## src/rtl/i2c_bx_pkg.sv

```systemverilog
package i2c_bx_pkg;

  typedef enum logic [2:0] {
    ST_IDLE,
    ST_START,
    ST_LOAD,
    ST_SEND,
    ST_RECV,
    ST_STOP
  } bx_state_e;

  localparam logic [2:0] CODE_OK        = 3'd0;
  localparam logic [2:0] CODE_ARB       = 3'd1;
  localparam logic [2:0] CODE_NACK_ADDR = 3'd2;
  localparam logic [2:0] CODE_NACK_DATA = 3'd3;
  localparam logic [2:0] CODE_TMO       = 3'd4;

  // clock cycles in one quarter of an SCL period, never below one
  function automatic int unsigned quarter_cycles(int unsigned clk_hz, int unsigned scl_hz);
    int unsigned q;
    q = clk_hz / (4 * scl_hz);
    return (q < 1) ? 1 : q;
  endfunction

endpackage

```

## src/rtl/i2c_bx_tick.sv

```systemverilog
module i2c_bx_tick #(
  parameter int unsigned SLOW_Q = 125,
  parameter int unsigned FAST_Q = 31
) (
  input  logic clk,
  input  logic rst_n,
  input  logic clr,
  input  logic fast,
  output logic tick
);
  localparam int unsigned MAXQ = (SLOW_Q > FAST_Q) ? SLOW_Q : FAST_Q;
  localparam int CW = (MAXQ > 1) ? $clog2(MAXQ) : 1;

  logic [CW-1:0] cnt;
  logic [CW-1:0] lim;

  always_comb lim = fast ? CW'(FAST_Q - 1) : CW'(SLOW_Q - 1);
  assign tick = !clr && (cnt == lim);

  always_ff @(posedge clk or negedge rst_n) begin
    if (!rst_n)          cnt <= '0;
    else if (clr || tick) cnt <= '0;
    else                 cnt <= cnt + CW'(1);
  end
endmodule

```

## src/rtl/i2c_bx_tmo.sv

```systemverilog
module i2c_bx_tmo #(
  parameter int unsigned LIMIT = 1000
) (
  input  logic clk,
  input  logic rst_n,
  input  logic arm,
  output logic expire
);
  localparam int CW = $clog2(LIMIT + 1);

  logic [CW-1:0] cnt;

  assign expire = arm && (cnt == CW'(LIMIT - 1));

  always_ff @(posedge clk or negedge rst_n) begin
    if (!rst_n)       cnt <= '0;
    else if (!arm)    cnt <= '0;
    else if (!expire) cnt <= cnt + CW'(1);
  end
endmodule

```

## src/rtl/i2c_blk_xfer.sv

```systemverilog
module i2c_blk_xfer
  import i2c_bx_pkg::*;
#(
  parameter int unsigned CLK_HZ  = 50_000_000,
  parameter int unsigned SLOW_HZ = 100_000,
  parameter int unsigned FAST_HZ = 400_000,
  parameter int unsigned TMO_CYC = 1_000_000,
  parameter int unsigned CNT_W   = 8
) (
  input  logic             clk,
  input  logic             rst_n,
  input  logic             start_i,
  input  logic             fast_i,
  input  logic [CNT_W-1:0] rd_count_i,
  output logic             busy_o,
  output logic [2:0]       status_o,
  input  logic             tx_empty_i,
  input  logic [7:0]       tx_data_i,
  input  logic             tx_last_i,
  output logic             tx_pop_o,
  output logic             underrun_o,
  output logic             rx_push_o,
  output logic [7:0]       rx_data_o,
  output logic             scl_oe_o,
  output logic             sda_oe_o,
  input  logic             scl_i,
  input  logic             sda_i
);
  localparam int unsigned Q_SLOW = quarter_cycles(CLK_HZ, SLOW_HZ);
  localparam int unsigned Q_FAST = quarter_cycles(CLK_HZ, FAST_HZ);

  bx_state_e        st;
  logic [1:0]       q;
  logic [3:0]       bitn;
  logic [7:0]       shreg;
  logic             is_addr, rd_mode, last_flag, nack_r, fast_r, busy_r;
  logic [2:0]       code_r;
  logic [CNT_W-1:0] rx_left;
  logic             push_r;
  logic [7:0]       push_d;
  logic             scl_drv, sda_drv, sda_q;
  logic             tick, adv, sample, slot_end;

  // named internal events, observed by the bound checker
  logic ev_lost_arb, ev_timeout, ev_done;

  i2c_bx_tick #(.SLOW_Q(Q_SLOW), .FAST_Q(Q_FAST)) u_tick (
    .clk(clk), .rst_n(rst_n),
    .clr(st == ST_IDLE || st == ST_LOAD),
    .fast(fast_r), .tick(tick)
  );

  i2c_bx_tmo #(.LIMIT(TMO_CYC)) u_tmo (
    .clk(clk), .rst_n(rst_n),
    .arm(busy_r && !scl_drv && !scl_i),
    .expire(ev_timeout)
  );

  // line drive per state and quarter; 1 = pull low
  always_comb begin
    scl_drv = 1'b0;
    sda_drv = 1'b0;
    case (st)
      ST_START: begin scl_drv = (q == 2'd3); sda_drv = q[1]; end
      ST_LOAD:  scl_drv = 1'b1;
      ST_SEND:  begin scl_drv = (q == 2'd0); sda_drv = (bitn != 4'd8) && !shreg[7]; end
      ST_RECV:  begin scl_drv = (q == 2'd0); sda_drv = (bitn == 4'd8) && (rx_left != CNT_W'(1)); end
      ST_STOP:  begin scl_drv = (q == 2'd0); sda_drv = !q[1]; end
      default:  ;
    endcase
  end

  // a quarter ends on a tick, but not while a released SCL still reads low
  assign adv         = tick && (scl_drv || scl_i);
  assign sample      = adv && (q == 2'd2);
  assign slot_end    = adv && (q == 2'd3);
  assign ev_lost_arb = (st == ST_SEND) && sample && (bitn != 4'd8) && shreg[7] && !sda_i;
  assign ev_done     = (st == ST_STOP) && slot_end;

  always_ff @(posedge clk or negedge rst_n) begin
    if (!rst_n) begin
      st <= ST_IDLE; q <= '0; bitn <= '0; shreg <= '0;
      is_addr <= 1'b0; rd_mode <= 1'b0; last_flag <= 1'b0; nack_r <= 1'b0;
      fast_r <= 1'b0; busy_r <= 1'b0; code_r <= CODE_OK; rx_left <= '0;
      push_r <= 1'b0; push_d <= '0; sda_q <= 1'b0;
    end else begin
      push_r <= 1'b0;
      sda_q  <= sda_drv;
      if (ev_timeout) begin
        st <= ST_IDLE; busy_r <= 1'b0; code_r <= CODE_TMO;
      end else begin
        case (st)
          ST_IDLE: if (start_i) begin
            st <= ST_START; q <= '0; busy_r <= 1'b1; code_r <= CODE_OK;
            rx_left <= rd_count_i; fast_r <= fast_i; is_addr <= 1'b1; rd_mode <= 1'b0;
          end
          ST_START: if (adv) begin
            q <= q + 2'd1;
            if (q == 2'd3) st <= ST_LOAD;
          end
          ST_LOAD: if (!tx_empty_i) begin
            shreg <= tx_data_i; last_flag <= tx_last_i;
            if (is_addr) rd_mode <= tx_data_i[0];
            st <= ST_SEND; q <= '0; bitn <= '0;
          end
          ST_SEND: if (ev_lost_arb) begin
            st <= ST_IDLE; busy_r <= 1'b0; code_r <= CODE_ARB;
          end else if (adv) begin
            q <= q + 2'd1;
            if (sample && bitn == 4'd8) nack_r <= sda_i;
            if (slot_end) begin
              if (bitn != 4'd8) begin
                bitn <= bitn + 4'd1; shreg <= {shreg[6:0], 1'b0};
              end else begin
                bitn <= '0; is_addr <= 1'b0;
                if (nack_r) begin
                  code_r <= is_addr ? CODE_NACK_ADDR : CODE_NACK_DATA; st <= ST_STOP;
                end else if (is_addr && rd_mode) begin
                  st <= (rx_left == '0) ? ST_STOP : ST_RECV;
                end else begin
                  st <= last_flag ? ST_STOP : ST_LOAD;
                end
              end
            end
          end
          ST_RECV: if (adv) begin
            q <= q + 2'd1;
            if (sample && bitn != 4'd8) shreg <= {shreg[6:0], sda_i};
            if (slot_end) begin
              if (bitn == 4'd7) begin push_r <= 1'b1; push_d <= shreg; end
              if (bitn != 4'd8) bitn <= bitn + 4'd1;
              else begin
                bitn <= '0; rx_left <= rx_left - CNT_W'(1);
                if (rx_left == CNT_W'(1)) st <= ST_STOP;
              end
            end
          end
          ST_STOP: if (adv) begin
            q <= q + 2'd1;
            if (q == 2'd3) begin st <= ST_IDLE; busy_r <= 1'b0; end
          end
          default: st <= ST_IDLE;
        endcase
      end
    end
  end

  assign busy_o     = busy_r;
  assign status_o   = code_r;
  assign tx_pop_o   = (st == ST_LOAD) && !tx_empty_i;
  assign underrun_o = (st == ST_LOAD) && tx_empty_i;
  assign rx_push_o  = push_r;
  assign rx_data_o  = push_d;
  assign scl_oe_o   = scl_drv;
  // SDA moves one clock after SCL so a data change never meets a high SCL
  assign sda_oe_o   = sda_q;
endmodule

```

## config.mk

```make
export PLATFORM = sky130hd
export DESIGN_NAME = i2c_blk_xfer
export DESIGN_NICKNAME = d
export VERILOG_FILES = /design/src/rtl/i2c_bx_pkg.sv /design/src/rtl/i2c_bx_tick.sv /design/src/rtl/i2c_bx_tmo.sv /design/src/rtl/i2c_blk_xfer.sv
export SDC_FILE = /design/constraint.sdc
export NUM_CORES = 1
export LEC_CHECK = 0
export CORE_MARGIN = 4
export CORE_UTILIZATION = 52
export CTS_CLUSTER_SIZE = 10
export DETAILED_ROUTE_END_ITERATION = 7
export PLACE_DENSITY = 0.77
export SLEW_MARGIN = 20
export SYNTH_ARGS = -nofsm -noshare
export SYNTH_HDL_FRONTEND = slang
export SYNTH_HIERARCHICAL = 1
export SYNTH_SLANG_ARGS = --single-unit
```

## constraint.sdc

```tcl
create_clock -name clk -period 3.2 [get_ports clk]
set_input_delay 0.64 -clock clk [delete_from_list [all_inputs] [get_ports clk]]
set_output_delay 0.64 -clock clk [all_outputs]
set_load 0.005 [all_outputs]
```

==> results of run 1 <==
-- layout make-up --
cell class              instances  share of cell area [%]
clock buffers                  12                    3.35
flip-flops and latches         71                    36.0
well taps                     102                    2.59
repair buffers                 53                    9.99
inverters                      14                    1.07
clock inverters                 4                    1.55
multi-input cells             343                    45.4
-- flip-flops by register name (all words and copies together), names as in the netlist, 2 cells and up --
name        cells
rx_data_o       8
bitn            4
st              3
rx_left         8
q               2
status_o        3
u_tick/cnt      7
u_tmo/cnt      20
shreg           8
-- power groups by stage --
stage          Clock, mW  Combinational, mW  Sequential, mW
6_report           0.862             0.0604           0.897
4_1_cts            0.876             0.0621           0.897
3_3_place_gp           0             0.0613           0.915
5_1_grt            0.918             0.0681           0.898
3_5_place_dp           0             0.0619           0.915
2_1_floorplan          0            0.00965           0.915
-- cell usage in the layout, fill, tap and decap left out, types with 3 or more instances in the layout --
| cell | netlist | final |
|---|---|---|
| nand2_1 | 71 | 71 |
| nand3_1 | 18 | 18 |
| mux2_2 | 5 | 5 |
| nor4_1 | 3 | 3 |
| o21ai_1 | 11 | 11 |
| clkbuf_8 | 0 | 12 |
| nor2b_1 | 5 | 5 |
| nor2_1 | 27 | 27 |
| ha_1 | 9 | 9 |
| a211oi_1 | 5 | 5 |
| o21ai_0 | 17 | 17 |
| nand4b_1 | 3 | 3 |
| a21o_1 | 4 | 4 |
| xnor2_1 | 3 | 3 |
| xor2_1 | 5 | 5 |
| mux2i_1 | 11 | 11 |
| or3_1 | 10 | 10 |
| a31oi_1 | 5 | 5 |
| and3_1 | 7 | 7 |
| buf_4 | 1 | 13 |
| inv_1 | 12 | 12 |
| mux2_1 | 14 | 14 |
| clkdlybuf4s50_1 | 0 | 39 |
| nor3_1 | 15 | 15 |
| a21oi_1 | 22 | 22 |
| dfrtp_1 | 71 | 71 |
| nand4_1 | 9 | 9 |
| nand2b_1 | 8 | 8 |
| a22oi_1 | 3 | 3 |
-- worst min path at each step --
stage,startpoint,end,slack (ns),cells past startpoint
floorplan,rst_n,bitn[0]$_DFFE_PN0P_,0.34,0
global placement,status_o[2]$_DFFE_PN0P_,status_o[2]$_DFFE_PN0P_,0.46,1
detailed placement,status_o[2]$_DFFE_PN0P_,status_o[2]$_DFFE_PN0P_,0.47,1
CTS,rst_n,u_tmo/cnt[2]$_DFFE_PN0P_,0.39,1
global route,rst_n,fast_r$_DFFE_PN0P_,0.42,1
finish,rst_n,fast_r$_DFFE_PN0P_,0.37,1
-- routing by layer --
layer	track usage, %	part of all wire [%]
met1	28.8	45
met2	34.7	49
met3	5.74	5.5
met4	5.51	0.81
met5	0	0
-- kinds of logic (layout without fill, tap and decap cells) --
family / after synthesis / in the layout / synth area share [%]
simple gates: 206 / 206 / 26.8
compound gates: 90 / 90 / 15.1
xor+xnor: 8 / 8 / 1.70
mux: 30 / 30 / 7.84
fa+ha+maj: 9 / 9 / 2.72
flops: 71 / 71 / 43.0
buf+inv: 29 / 83 / 2.79
-- stage by stage --
step,setup slack (ns),util (%)
floorplan,0.0559,-
global placement,0.418,60.7
detailed placement,0.258,60.7
CTS,0.244,63.8
global route,0.0984,63.8
finish,0.223,63.8
-- critical path: stages (launching register included) --
cell and delay (ns):
dfrtp_1 0.44, or4b_4 0.57, nor4_4 0.37, nand3_2 0.17, nor2_1 0.38, inv_1 0.22
nand2_1 0.13, nor2_1 0.06, a31o_2 0.29, a21oi_1 0.16, a211oi_1 0.06
==> reports/qor.yml, run 1 <==
timing:
  rsz0062_at_grt: "no"
  tightest_slew_ns: 0.895
  fin_crit_sh_pct: 93.0
  max_slew_margin_pct: 40.1
  timing.fmax_mhz: 336
  finalHoldViolCount: 0
  slew_violations: 0
  min_period_ns: 2.98
  tns_ns: 0
  skew_ns: 0.00831
  setup_viol: 0
  hold_ws_ns: 0.367
logic_synthesis:
  synth_commonest_cells: "71 x dfrtp_1, 71 x nand2_1, 27 x nor2_1, 22 x a21oi_1, 18 x nand3_1"
  ys_seq_area_share_pct: 43.0
  synth-seq-cells: 71
  synthesis.area_um2: 4130
  synth_top_area_share_pct: 43.0
  synth_cells: 443
  ys_types: 72
  synthFlopType: "dfrtp_1"
  syn-num-nets: 476
  synth.avg_cell_area_um2: 9.33
  yosys_warnings: 6
  synthTopCellsByArea: "dfrtp_1 43%, nand2_1 6.4%, mux2_1 3.8%, ha_1 2.7%, a21oi_1 2.7%"
  synth_edf_count: 0
  yosys.area.top_type: "dfrtp_1"
  async_reset_ff_share_pct: 100
clocking:
  cts_root_buffer: "clkbuf_8"
  clock_latency_ns: 0.35
  cts_hold_buf: 0
  tritoncts.num_buffers: 9
  clockBufferDepth: 2
  cts_num_sinks: 71
  htree_levels: 3
  cts_setup_buffers: 0
  postCtsResizedCells: 0
  clk_pin_slew_worst_paths_ns: 0.08
  cts_tree: "yes"
die:
  initial_utilization_pct: 53.5
  die_area_um2: 9440
  num_io_pins: 41
  fp.dieW_um: 97.2
  die_y_um: 97.2
  core_area_um2: 7730
  rows: 32
route:
  via_count: 3560
  vias_per_cell: 5.94
  first_iter_violations: 203
  wl_per_cell_um: 16.6
  drt_pass1_iterations: 5
  drt-total-wl_mm: 9.93
  ant_nets: 0
  drc: 0
layout:
  instances_no_fill: 599
  drive_gt1_share_pct: 11.5
  fin_nets: 525
  filler_cell_count: 644
  design_area_um2: 4930
  multi_input_area_um2: 2240
  area_growth_syn_to_layout_pct: 19.3
  num_antenna_cells: 0
  regArea_um2: 1780
worst_hold_path:
  hold_class: "in -> async"
pwr:
  ir_drop_v: 0.000311
  seqPwrFrac_pct: 49.3
  combPwrFrac_pct: 3.3
  leakagePower_nw: 2.18
  finalPower_mw: 1.82
  switching_share_pct: 21.4
  clockPowerShare_pct: 47.4
  netSwitchingPower_uw: 389
  power_density_nw_per_um2: 369
  power.internal_mw: 1.43
setup_path:
  worstPathMaxFanout: 8
  critPathArrivalTime_ns: 3.21
  end_kind: "flop"
  setup.worst_path.start: "u_tmo/cnt[8]$_DFFE_PN0P_"
  rr_endpoint: "rx_left[4]$_DFFE_PN0P_"
  crit_type: "reg -> reg"
  rrSetupSlack_ns: 0.22
  crit_path_start_kind: "flop"
  reg2reg_from: "u_tmo/cnt[8]$_DFFE_PN0P_"
  rr_worst_depth: 10
  crit_end: "rx_left[4]$_DFFE_PN0P_"
  cp.required_ns: 3.43
place:
  placed_area_um2: 4690
  post-dp-hpwl_mm: 7.03
  place_congestion: 0.941
  dpl.cell_count: 583
  placement.io_buffers: 40
grt:
  grt_usage_pct: 21.5
  grt_pass1_wl_mm: 16.9
  grt_max_degree: 37
  grt_pass1_vias: 3505
  antenna_found_initial: 0
  overflow: 0
run_status:
  status: "finished clean"
job:
  cap_violations: 0
(Power assumes the default switching activity.)
==> run 2, diff against run 1 <==
--- a/config.mk
+++ b/config.mk
@@ -5,12 +5,11 @@
 export SDC_FILE = /design/constraint.sdc
 export NUM_CORES = 1
 export LEC_CHECK = 0
-export CORE_MARGIN = 4
 export CORE_UTILIZATION = 52
 export CTS_CLUSTER_SIZE = 10
 export DETAILED_ROUTE_END_ITERATION = 7
 export PLACE_DENSITY = 0.77
-export SLEW_MARGIN = 20
+export SLEW_MARGIN = 10
 export SYNTH_ARGS = -nofsm -noshare
 export SYNTH_HDL_FRONTEND = slang
 export SYNTH_HIERARCHICAL = 1
==> reports/qor.yml, run 2 (synthesis results as in run 1) <==
timing:
  timing.fmax_mhz: 339
  skew_ns: 0.0101
  min_period_ns: 2.95
  setup_viol: 0
  max_slew_margin_pct: 43.5
  finalHoldViolCount: 0
  fin_crit_sh_pct: 92.1
  rsz0062_at_grt: "no"
  tightest_slew_ns: 0.844
  slew_violations: 0
route:
  vias_per_cell: 5.91
  drc: 0
  first_iter_violations: 252
  ant_nets: 0
  wl_per_cell_um: 15.8
  drt_pass1_iterations: 5
  drt-total-wl_mm: 9.51
  via_count: 3545
pwr:
  leakagePower_nw: 2.20
  ir_drop_v: 0.000371
  power_density_nw_per_um2: 372
  finalPower_mw: 1.84
setup_path:
  cp.required_ns: 3.43
  end_kind: "flop"
  crit_type: "reg -> reg"
  critPathArrivalTime_ns: 3.17
  crit_path_start_kind: "flop"
  worstPathMaxFanout: 8
clocking:
  cts_tree: "yes"
  cts_root_buffer: "clkbuf_8"
  htree_levels: 3
  tritoncts.num_buffers: 9
  cts_num_sinks: 71
  clockBufferDepth: 2
  clk_pin_slew_worst_paths_ns: 0.07
  clock_latency_ns: 0.35
  cts_setup_buffers: 0
grt:
  grt_pass1_wl_mm: 16.3
  grt_pass1_vias: 3483
  grt_usage_pct: 24.9
  antenna_found_initial: 0
  grt_max_degree: 30
  overflow: 0
place:
  post-dp-hpwl_mm: 6.96
  place_congestion: 0.945
  placement.io_buffers: 40
die:
  core_area_um2: 7690
  fp.dieW_um: 91.2
  initial_utilization_pct: 53.8
  die_y_um: 91.2
  rows: 32
  die_area_um2: 8310
  num_io_pins: 41
layout:
  drive_gt1_share_pct: 11.6
  largest_reg_flops: 20
  multi_input_area_um2: 2250
  mostFrequentLayoutCells: "71 x nand2_1, 71 x dfrtp_1, 39 x clkdlybuf4s50_1"
  area_growth_syn_to_layout_pct: 20.0
  regArea_um2: 1780
  largest_register: "u_tmo/cnt"
  filler_cell_count: 629
  fin_nets: 527
  fin_util_pct: 64.5
  num_antenna_cells: 0
worst_hold_path:
  hold_class: "in -> async"
job:
  cap_violations: 0
run_status:
  status: "finished clean"
==> run 2: path summary, 6_finish.rpt <==
check	startpoint	end	slack [ns]	cells past startpoint
worst min-delay path	rst_n	rx_left[4]$_DFFE_PN0P_	0.29	1
min in group clk	status_o[2]$_DFFE_PN0P_	status_o[2]$_DFFE_PN0P_	0.49	1
worst min register to register	status_o[2]$_DFFE_PN0P_	status_o[2]$_DFFE_PN0P_	0.49	1
max in group asynchronous	rst_n	rx_push_o$_DFF_PN0_	2.11	2
worst max register to register	u_tick/cnt[1]$_DFF_PN0_	shreg[2]$_DFFE_PN0P_	0.25	9
worst max-delay path	u_tick/cnt[1]$_DFF_PN0_	shreg[2]$_DFFE_PN0P_	0.25	9
==> run 2: critical path: stages (launching register included) <==
cell and delay, ns:
dfrtp_1 0.41, nand4bb_1 0.25, a2111oi_4 0.44, nor2b_1 0.40, nor2b_1 0.18, nand4_1 0.15, a21o_4 0.26, a31o_2 0.27
nand3_4 0.12, mux2_1 0.35
==> run 2: cell type report <==
type                       instances  share of cell area (%)
clock buffer                      12                    3.13
clock inverter                     3                    1.82
inverter                          14                    1.06
multi-input combinational        343                    45.3
sequential                        71                    35.8
tap                              102                    2.57
timing repair buffer              55                    10.2
==> run 2: power by group <==
part,internal (mW),switching (mW)
clock network,0.557,0.327
logic,0.0302,0.0303
registers,0.897,0.000475
total,1.48,0.358
==> run 2: repair_timing <==
action,in CTS,in global routing
pin swaps,0,0
hold buffers,0,0
cloned,0,0
endpoints found under the setup margin,3,3
gates resized for setup,1,1
==> run 2: routing by layer <==
metal / wire (um) / GRT usage (%) / up-vias
met4: 245 / 9.66 / 0
met3: 473 / 5.36 / 21
met2: 4590 / 39.8 / 106
met5: 0 / 0 / -
met1: 4200 / 33.2 / 1710
li1: - / - / 1708
==> run 2: per-stage QoR <==
| stage | setup TNS (ns) | hold slack, ns | cell area [um2] | cells | setup slack, ns |
|---|---|---|---|---|---|
| after global routing | 0 | 0.349 | 4960 | 600 | 0.127 |
| after CTS | 0 | 0.301 | 4950 | 600 | 0.187 |
| after floorplan | 0 | 0.344 | 4130 | 443 | 0.0559 |
| after detailed placement | -0.217 | 0.471 | 4710 | 585 | -0.0828 |
| after global placement | 0 | 0.476 | 4710 | 585 | 0.0470 |
| final | 0 | 0.294 | 4960 | 600 | 0.252 |
==> run 3, diff against run 2 <==
--- a/config.mk
+++ b/config.mk
@@ -5,6 +5,7 @@
 export SDC_FILE = /design/constraint.sdc
 export NUM_CORES = 1
 export LEC_CHECK = 0
+export ABC_CLOCK_PERIOD_IN_PS = 3200
 export CORE_UTILIZATION = 52
 export CTS_CLUSTER_SIZE = 10
 export DETAILED_ROUTE_END_ITERATION = 7
==> results of run 3 <==
Final layout, timing and power as in run 2 (identical DEF).
